--- src/rtl/sp_fifo_pkg.sv ---
package sp_fifo_pkg;

  // Strobes from the control path to the datapath
  typedef struct packed {
    logic wrAcc;  // write accepted this cycle
    logic rdAcc;  // read accepted this cycle
    logic selRd;  // address mux select: 1 = read pointer
  } fifoStrobe_t;

endpackage

--- src/rtl/sp_fifo_ctrl.sv ---
module sp_fifo_ctrl
  import sp_fifo_pkg::*;
#(
  parameter int DEPTH       = 16,
  parameter bit SHARED_PORT = 1'b1
) (
  input  logic                     clk,
  input  logic                     rst,
  input  logic                     wrEn,
  input  logic                     rdEn,
  output fifoStrobe_t              strobe,
  output logic [$clog2(DEPTH)-1:0] wrAddr,
  output logic [$clog2(DEPTH)-1:0] rdAddr,
  output logic                     full,
  output logic                     empty
);
  localparam int AW = $clog2(DEPTH);
  localparam int CW = $clog2(DEPTH + 1);
  localparam logic [CW-1:0] FULL_CNT = CW'(DEPTH);
  localparam logic [AW-1:0] LAST_SLOT = AW'(DEPTH - 1);

  logic [CW-1:0] occupancy;
  logic          portFree;

  function automatic logic [AW-1:0] bumpPtr(input logic [AW-1:0] p);
    return (p == LAST_SLOT) ? '0 : p + 1'b1;
  endfunction

  // A shared port is taken by a read whenever read enable is high
  generate
    if (SHARED_PORT) begin : g_shared
      assign portFree = !rdEn;
    end else begin : g_dual
      assign portFree = 1'b1;
    end
  endgenerate

  assign full         = (occupancy == FULL_CNT);
  assign empty        = (occupancy == '0);
  assign strobe.wrAcc = wrEn && !full && portFree;
  assign strobe.rdAcc = rdEn && !empty;
  assign strobe.selRd = rdEn;

  always_ff @(posedge clk) begin
    if (rst) begin
      wrAddr    <= '0;
      rdAddr    <= '0;
      occupancy <= '0;
    end else begin
      if (strobe.wrAcc) wrAddr <= bumpPtr(wrAddr);
      if (strobe.rdAcc) rdAddr <= bumpPtr(rdAddr);
      case ({strobe.wrAcc, strobe.rdAcc})
        2'b10:   occupancy <= occupancy + 1'b1;
        2'b01:   occupancy <= occupancy - 1'b1;
        default: occupancy <= occupancy;
      endcase
    end
  end

  // a full FIFO never moves its write pointer
  a_r4_full_freezes_wrptr : assert property (@(posedge clk) disable iff (rst)
    full |=> (wrAddr == $past(wrAddr)));

  // an empty FIFO never moves its read pointer
  a_r6_empty_freezes_rdptr : assert property (@(posedge clk) disable iff (rst)
    empty |=> (rdAddr == $past(rdAddr)));

  // flags are mutually exclusive
  a_r9_flags_exclusive : assert property (@(posedge clk) disable iff (rst)
    !(full && empty));

  // an accepted write moves the write pointer
  a_r1_write_advances : assert property (@(posedge clk) disable iff (rst)
    strobe.wrAcc |=> (wrAddr != $past(wrAddr)));

  generate
    if (SHARED_PORT) begin : g_shared_chk
      // a read and a write in the same cycle leave the write pointer alone
      a_r3_shared_write_blocked : assert property (@(posedge clk) disable iff (rst)
        (wrEn && rdEn) |=> (wrAddr == $past(wrAddr)));
    end
  endgenerate
endmodule

--- src/rtl/sp_fifo_dpath.sv ---
module sp_fifo_dpath
  import sp_fifo_pkg::*;
#(
  parameter int DATA_W      = 8,
  parameter int DEPTH       = 16,
  parameter bit SHARED_PORT = 1'b1,
  parameter bit OUT_HOLD    = 1'b0
) (
  input  logic                     clk,
  input  logic                     rst,
  input  fifoStrobe_t              strobe,
  input  logic [$clog2(DEPTH)-1:0] wrAddr,
  input  logic [$clog2(DEPTH)-1:0] rdAddr,
  input  logic [DATA_W-1:0]        wrData,
  output logic [DATA_W-1:0]        dataOut
);
  localparam int AW = $clog2(DEPTH);

  logic [DATA_W-1:0] store [DEPTH];
  logic [AW-1:0]     portAddr;
  logic [DATA_W-1:0] rawOut;

  generate
    if (SHARED_PORT) begin : g_one_port
      // One address for both reading and writing
      assign portAddr = strobe.selRd ? rdAddr : wrAddr;
      always_ff @(posedge clk) begin
        if (strobe.wrAcc) store[portAddr] <= wrData;
      end
      // a write only reaches the array when the port is not given to a read
      a_r3_port_not_shared : assert property (@(posedge clk) disable iff (rst)
        strobe.wrAcc |-> !strobe.selRd);
    end else begin : g_two_port
      assign portAddr = rdAddr;
      always_ff @(posedge clk) begin
        if (strobe.wrAcc) store[wrAddr] <= wrData;
      end
    end
  endgenerate

  assign rawOut = store[portAddr];

  generate
    if (OUT_HOLD) begin : g_hold
      logic [DATA_W-1:0] holdQ;
      always_ff @(posedge clk) begin
        if (rst)               holdQ <= '0;
        else if (strobe.rdAcc) holdQ <= rawOut;
      end
      assign dataOut = holdQ;
      // the held output moves only on an accepted read
      a_r8_hold_steady : assert property (@(posedge clk) disable iff (rst)
        !strobe.rdAcc |=> $stable(dataOut));
    end else begin : g_raw
      assign dataOut = rawOut;
    end
  endgenerate
endmodule

--- src/rtl/sp_fifo.sv ---
module sp_fifo
  import sp_fifo_pkg::*;
#(
  parameter int DATA_W      = 8,
  parameter int DEPTH       = 16,
  parameter bit SHARED_PORT = 1'b1,
  parameter bit OUT_HOLD    = 1'b0
) (
  input  logic              clk,
  input  logic              rst,
  input  logic              wrEn,
  input  logic [DATA_W-1:0] wrData,
  input  logic              rdEn,
  output logic [DATA_W-1:0] dataOut,
  output logic              full,
  output logic              empty
);
  localparam int AW = $clog2(DEPTH);

  fifoStrobe_t   strobe;
  logic [AW-1:0] wrAddr;
  logic [AW-1:0] rdAddr;

  sp_fifo_ctrl #(
    .DEPTH(DEPTH), .SHARED_PORT(SHARED_PORT)
  ) ctrl_i (
    .clk(clk), .rst(rst), .wrEn(wrEn), .rdEn(rdEn), .strobe(strobe),
    .wrAddr(wrAddr), .rdAddr(rdAddr), .full(full), .empty(empty)
  );

  sp_fifo_dpath #(
    .DATA_W(DATA_W), .DEPTH(DEPTH), .SHARED_PORT(SHARED_PORT), .OUT_HOLD(OUT_HOLD)
  ) dpath_i (
    .clk(clk), .rst(rst), .strobe(strobe), .wrAddr(wrAddr), .rdAddr(rdAddr),
    .wrData(wrData), .dataOut(dataOut)
  );
endmodule

--- config.mk ---
export PLATFORM = sky130hd
export DESIGN_NAME = sp_fifo
export DESIGN_NICKNAME = d
export VERILOG_FILES = /design/src/rtl/sp_fifo_pkg.sv /design/src/rtl/sp_fifo_ctrl.sv /design/src/rtl/sp_fifo_dpath.sv /design/src/rtl/sp_fifo.sv
export SDC_FILE = /design/constraint.sdc
export NUM_CORES = 1
export LEC_CHECK = 0
export ABC_AREA = 1
export CORE_ASPECT_RATIO = 0.75
export CORE_MARGIN = 4
export CORE_UTILIZATION = 65
export CTS_CLUSTER_SIZE = 12
export DETAILED_ROUTE_END_ITERATION = 7
export GPL_TIMING_DRIVEN = 1
export PLACE_DENSITY_LB_ADDON = 0.3
export REMOVE_ABC_BUFFERS = 1
export SLEW_MARGIN = 30
export SYNTH_ARGS = -nofsm -noshare
export SYNTH_HDL_FRONTEND = slang
export SYNTH_SLANG_ARGS = --single-unit
--- constraint.sdc ---
create_clock -name clk -period 4.2 [get_ports clk]
set_input_delay 0.63 -clock clk [delete_from_list [all_inputs] [get_ports clk]]
set_output_delay 0.63 -clock clk [all_outputs]
set_load 0.01 [all_outputs]
==> impl_metrics.ini <==
[status]
status = finished clean

[logic_synthesis]
post-synth-top-count-cell = nand2_1
ys_types = 23
synth_top_area_cell = edfxtp_1
synthCells = 660
syn_area_mm2 = 0.006400
synth_common_cells = 300 x nand2_1, 128 x edfxtp_1, 79 x nand3_1
synth_edf_count = 128
synth_warnings = 0
ys_seq_elements = 141
yosysSeqAreaShare_pct = 64.13
post_synth_main_area_contributors = edfxtp_1 60%, nand2_1 18%, nand3_1 6.2%, dfxtp_1 4.1%, inv_1 2.4%
synth_top_area_share_pct = 60.06
synthArstFlopShare_pct = 0
ys_dominant_reg_cell = edfxtp_1
avgSynthCellArea_um2 = 9.697

[floorplan]
die_h_um = 93.94
rows = 31
die_area_mm2 = 0.01151
start_util_pct = 66.53
ios = 22
core-area_mm2 = 0.009619
die_w_um = 122.6

[critical_path]
reg2reg_depth = 6
cpMaxStageDelayCell = clkdlybuf4s50_1
worstPathRequired_ns = 3.57
r2r-start = ctrl_i.wrAddr[3]
arrival_ns = 3.18
r2r_slack_ns = 1.68
cpPeakStageDelay_ns = 0.55
critPathKind = primary input to output port
cp-end-kind = output port
critPathMaxFanout = 56
crit_top_cell = nand2_1
critPathTopFamily = buffers and inverters
cp_num_buf_inv = 5
path_cells = clkdlybuf4s50_1 -> buf_4 -> nand2_2 -> buf_4 -> nand3_1 -> nand2_1 -> nand2_1 -> nand2_1 -> nand2_1 -> nand2_1 -> inv_1 -> nand2_1 -> clkdlybuf4s50_1
cp-start-kind = primary input
regToRegEndpoint = dpath_i.store[13][2]

[clock_network]
cts.reportedPaths.clkPinSlew_ns = 0.06
clockBufferDepth = 2
clock_latency_ns = 0.42
cts_sinks = 141
cts.htree.levels = 4
clockRootBuffer = clkbuf_16
cts_tree = yes
cts_resized = 0
hold_buffers = 0
cts_buffers = 17
post_cts_buffers = 0

[sta]
setup_ws_ns = 0.3926
post-route-min-period_ns = 3.807
slew-limit-headroom_pct = 37.69
worst_clock_skew_ns = 0.006263
final.setup.tns_ns = 0
holdWs_ns = 0.5063
max_freq_ghz = 0.2626
setup_viol = 0
rsz0062_at_grt = no
worst_slew_pin_slew_ns = 0.9312
hold_viol = 0
layout_worst_path_cycle_share_pct = 90.65
drv_slew = 0

[route]
ant_nets = 0
drtPass1Iterations = 5
routedWlPerCell_um = 18.01
drt_iter0_drc = 538
via_per_inst = 5.747
via_count = 4770
drc = 0
wirelength_um = 14950

[final_layout]
syn_to_final_growth_pct = 14.04
num_antenna_cells = 0
nets = 704
drive_gt1_share_pct = 7.880

[placed_design]
dp_hpwl_um = 9058
portBuffers = 21
globalplace.congestion = 0.8446
place_ws_ns = 0.5051

[global_route]
grt_pass1_wl_um = 23730
track_usage_pct = 27.69
grt_pass1_vias = 4842
antenna_found_initial = 0
overflow = 0
grt_max_degree = 57

[power]
ir_drop_mv = 0.4198
p_per_area_mw_per_mm2 = 561.8
power_leakage_nw = 3.056

[flow_run]
max_cap_viol_count = 0

[min_path]
holdPathStages = 2
hp-class = flip-flop to flip-flop
min_to = ctrl_i.wrAddr[3]
hp-start = ctrl_i.wrAddr[3]
-- sequential cells by signal (all words and copies together), names as in the netlist --
| name | cells |
|---|---|
| ctrl_i.occupancy | 5 |
| ctrl_i.rdAddr | 4 |
| ctrl_i.wrAddr | 4 |
| dpath_i.store | 128 |
-- worst max-delay path by stage --
| stage | start | to | slack, ns | cells past startpoint |
|---|---|---|---|---|
| 2_1_floorplan | rdEn | dataOut[0] | 1.24 | 11 |
| 4_1_cts | rdEn | dataOut[2] | 0.44 | 13 |
| 5_1_grt | rdEn | dataOut[5] | 0.27 | 13 |
| 3_3_place_gp | rdEn | dataOut[3] | 0.54 | 13 |
| 3_5_place_dp | rdEn | dataOut[2] | 0.51 | 13 |
| 6_report | rdEn | dataOut[2] | 0.39 | 13 |
-- where the power goes --
| group | switching [mW] | internal [mW] |
|---|---|---|
| logic | 0.606 | 0.324 |
| registers | 0.0407 | 1.58 |
| clock network | 0.564 | 0.982 |
| total | 1.21 | 2.89 |
-- through the flow --
| stage | area (um^2) | instances | total power, mW | util [%] |
|---|---|---|---|---|
| 6_report | 7298 | 830 | 4.100 | 75.87 |
| 5_1_grt | 7298 | 830 | 4.265 | 75.87 |
| 4_1_cts | 7298 | 830 | 4.087 | 75.87 |
| 3_5_place_dp | 6694 | 798 | 2.550 | 69.59 |
| 3_3_place_gp | 6694 | 798 | 2.497 | 69.59 |
| 2_1_floorplan | 6216 | 633 | 2.220 | - |
-- layout make-up --
class | count | area [um^2]
flip-flops and latches | 141 | 4104
multi-input cells | 448 | 1947
fillers | 673 | 2321
repair buffers | 33 | 312.8
inverters | 44 | 165.2
clock buffers | 18 | 429.2
clock inverters | 14 | 175.2
well taps | 132 | 165.2
-- worst min-delay path, delay by kind of cell (launching register included) --
kind,cells,cell delay [ns]
AOI/OAI and AO/OA,1,0.06
DFF,1,0.33
and+or+nand+nor,1,0.07
-- cell families (layout without fill, tap and decap cells) --
group                    Yosys count  after routing  share of synthesized area, %
AO/OA/AOI/OAI                     24             24                         2.033
XOR/XNOR                           6              6                        0.8211
adder cells (fa/ha/maj)            7              7                         1.486
buffers and inverters             71            109                         5.454
flip-flops                       141            141                         64.13
AND/OR/NAND/NOR                  411            411                         26.08
-- layer usage --
metal | part of all wire (%) | global-route usage (%) | up-vias
met2 | 48 | 44.72 | 234
met4 | 1.9 | 10.34 | 0
li1 | - | - | 2232
met1 | 42 | 36.44 | 2275
met5 | 0 | 0 | -
met3 | 8.6 | 7.104 | 29
-- cells in the final DEF (no fill, tap or decap), drive strengths merged --
| cell | n |
|---|---|
| nand2 | 305 |
| edfxtp | 128 |
| nand3 | 79 |
| inv | 44 |
| nor2 | 25 |
| clkdlybuf4s50 | 21 |
| clkbuf | 18 |
| a21oi | 13 |
| dfxtp | 13 |
| buf | 12 |
| o21ai | 10 |
| clkinv | 7 |
| ha | 6 |
| xor2 | 4 |
| bufinv | 4 |
| clkinvlp | 3 |
| nand4 | 2 |
| xnor2 | 2 |
| o211ai | 1 |
| fa | 1 |
Power figures use the tool's default switching activity.
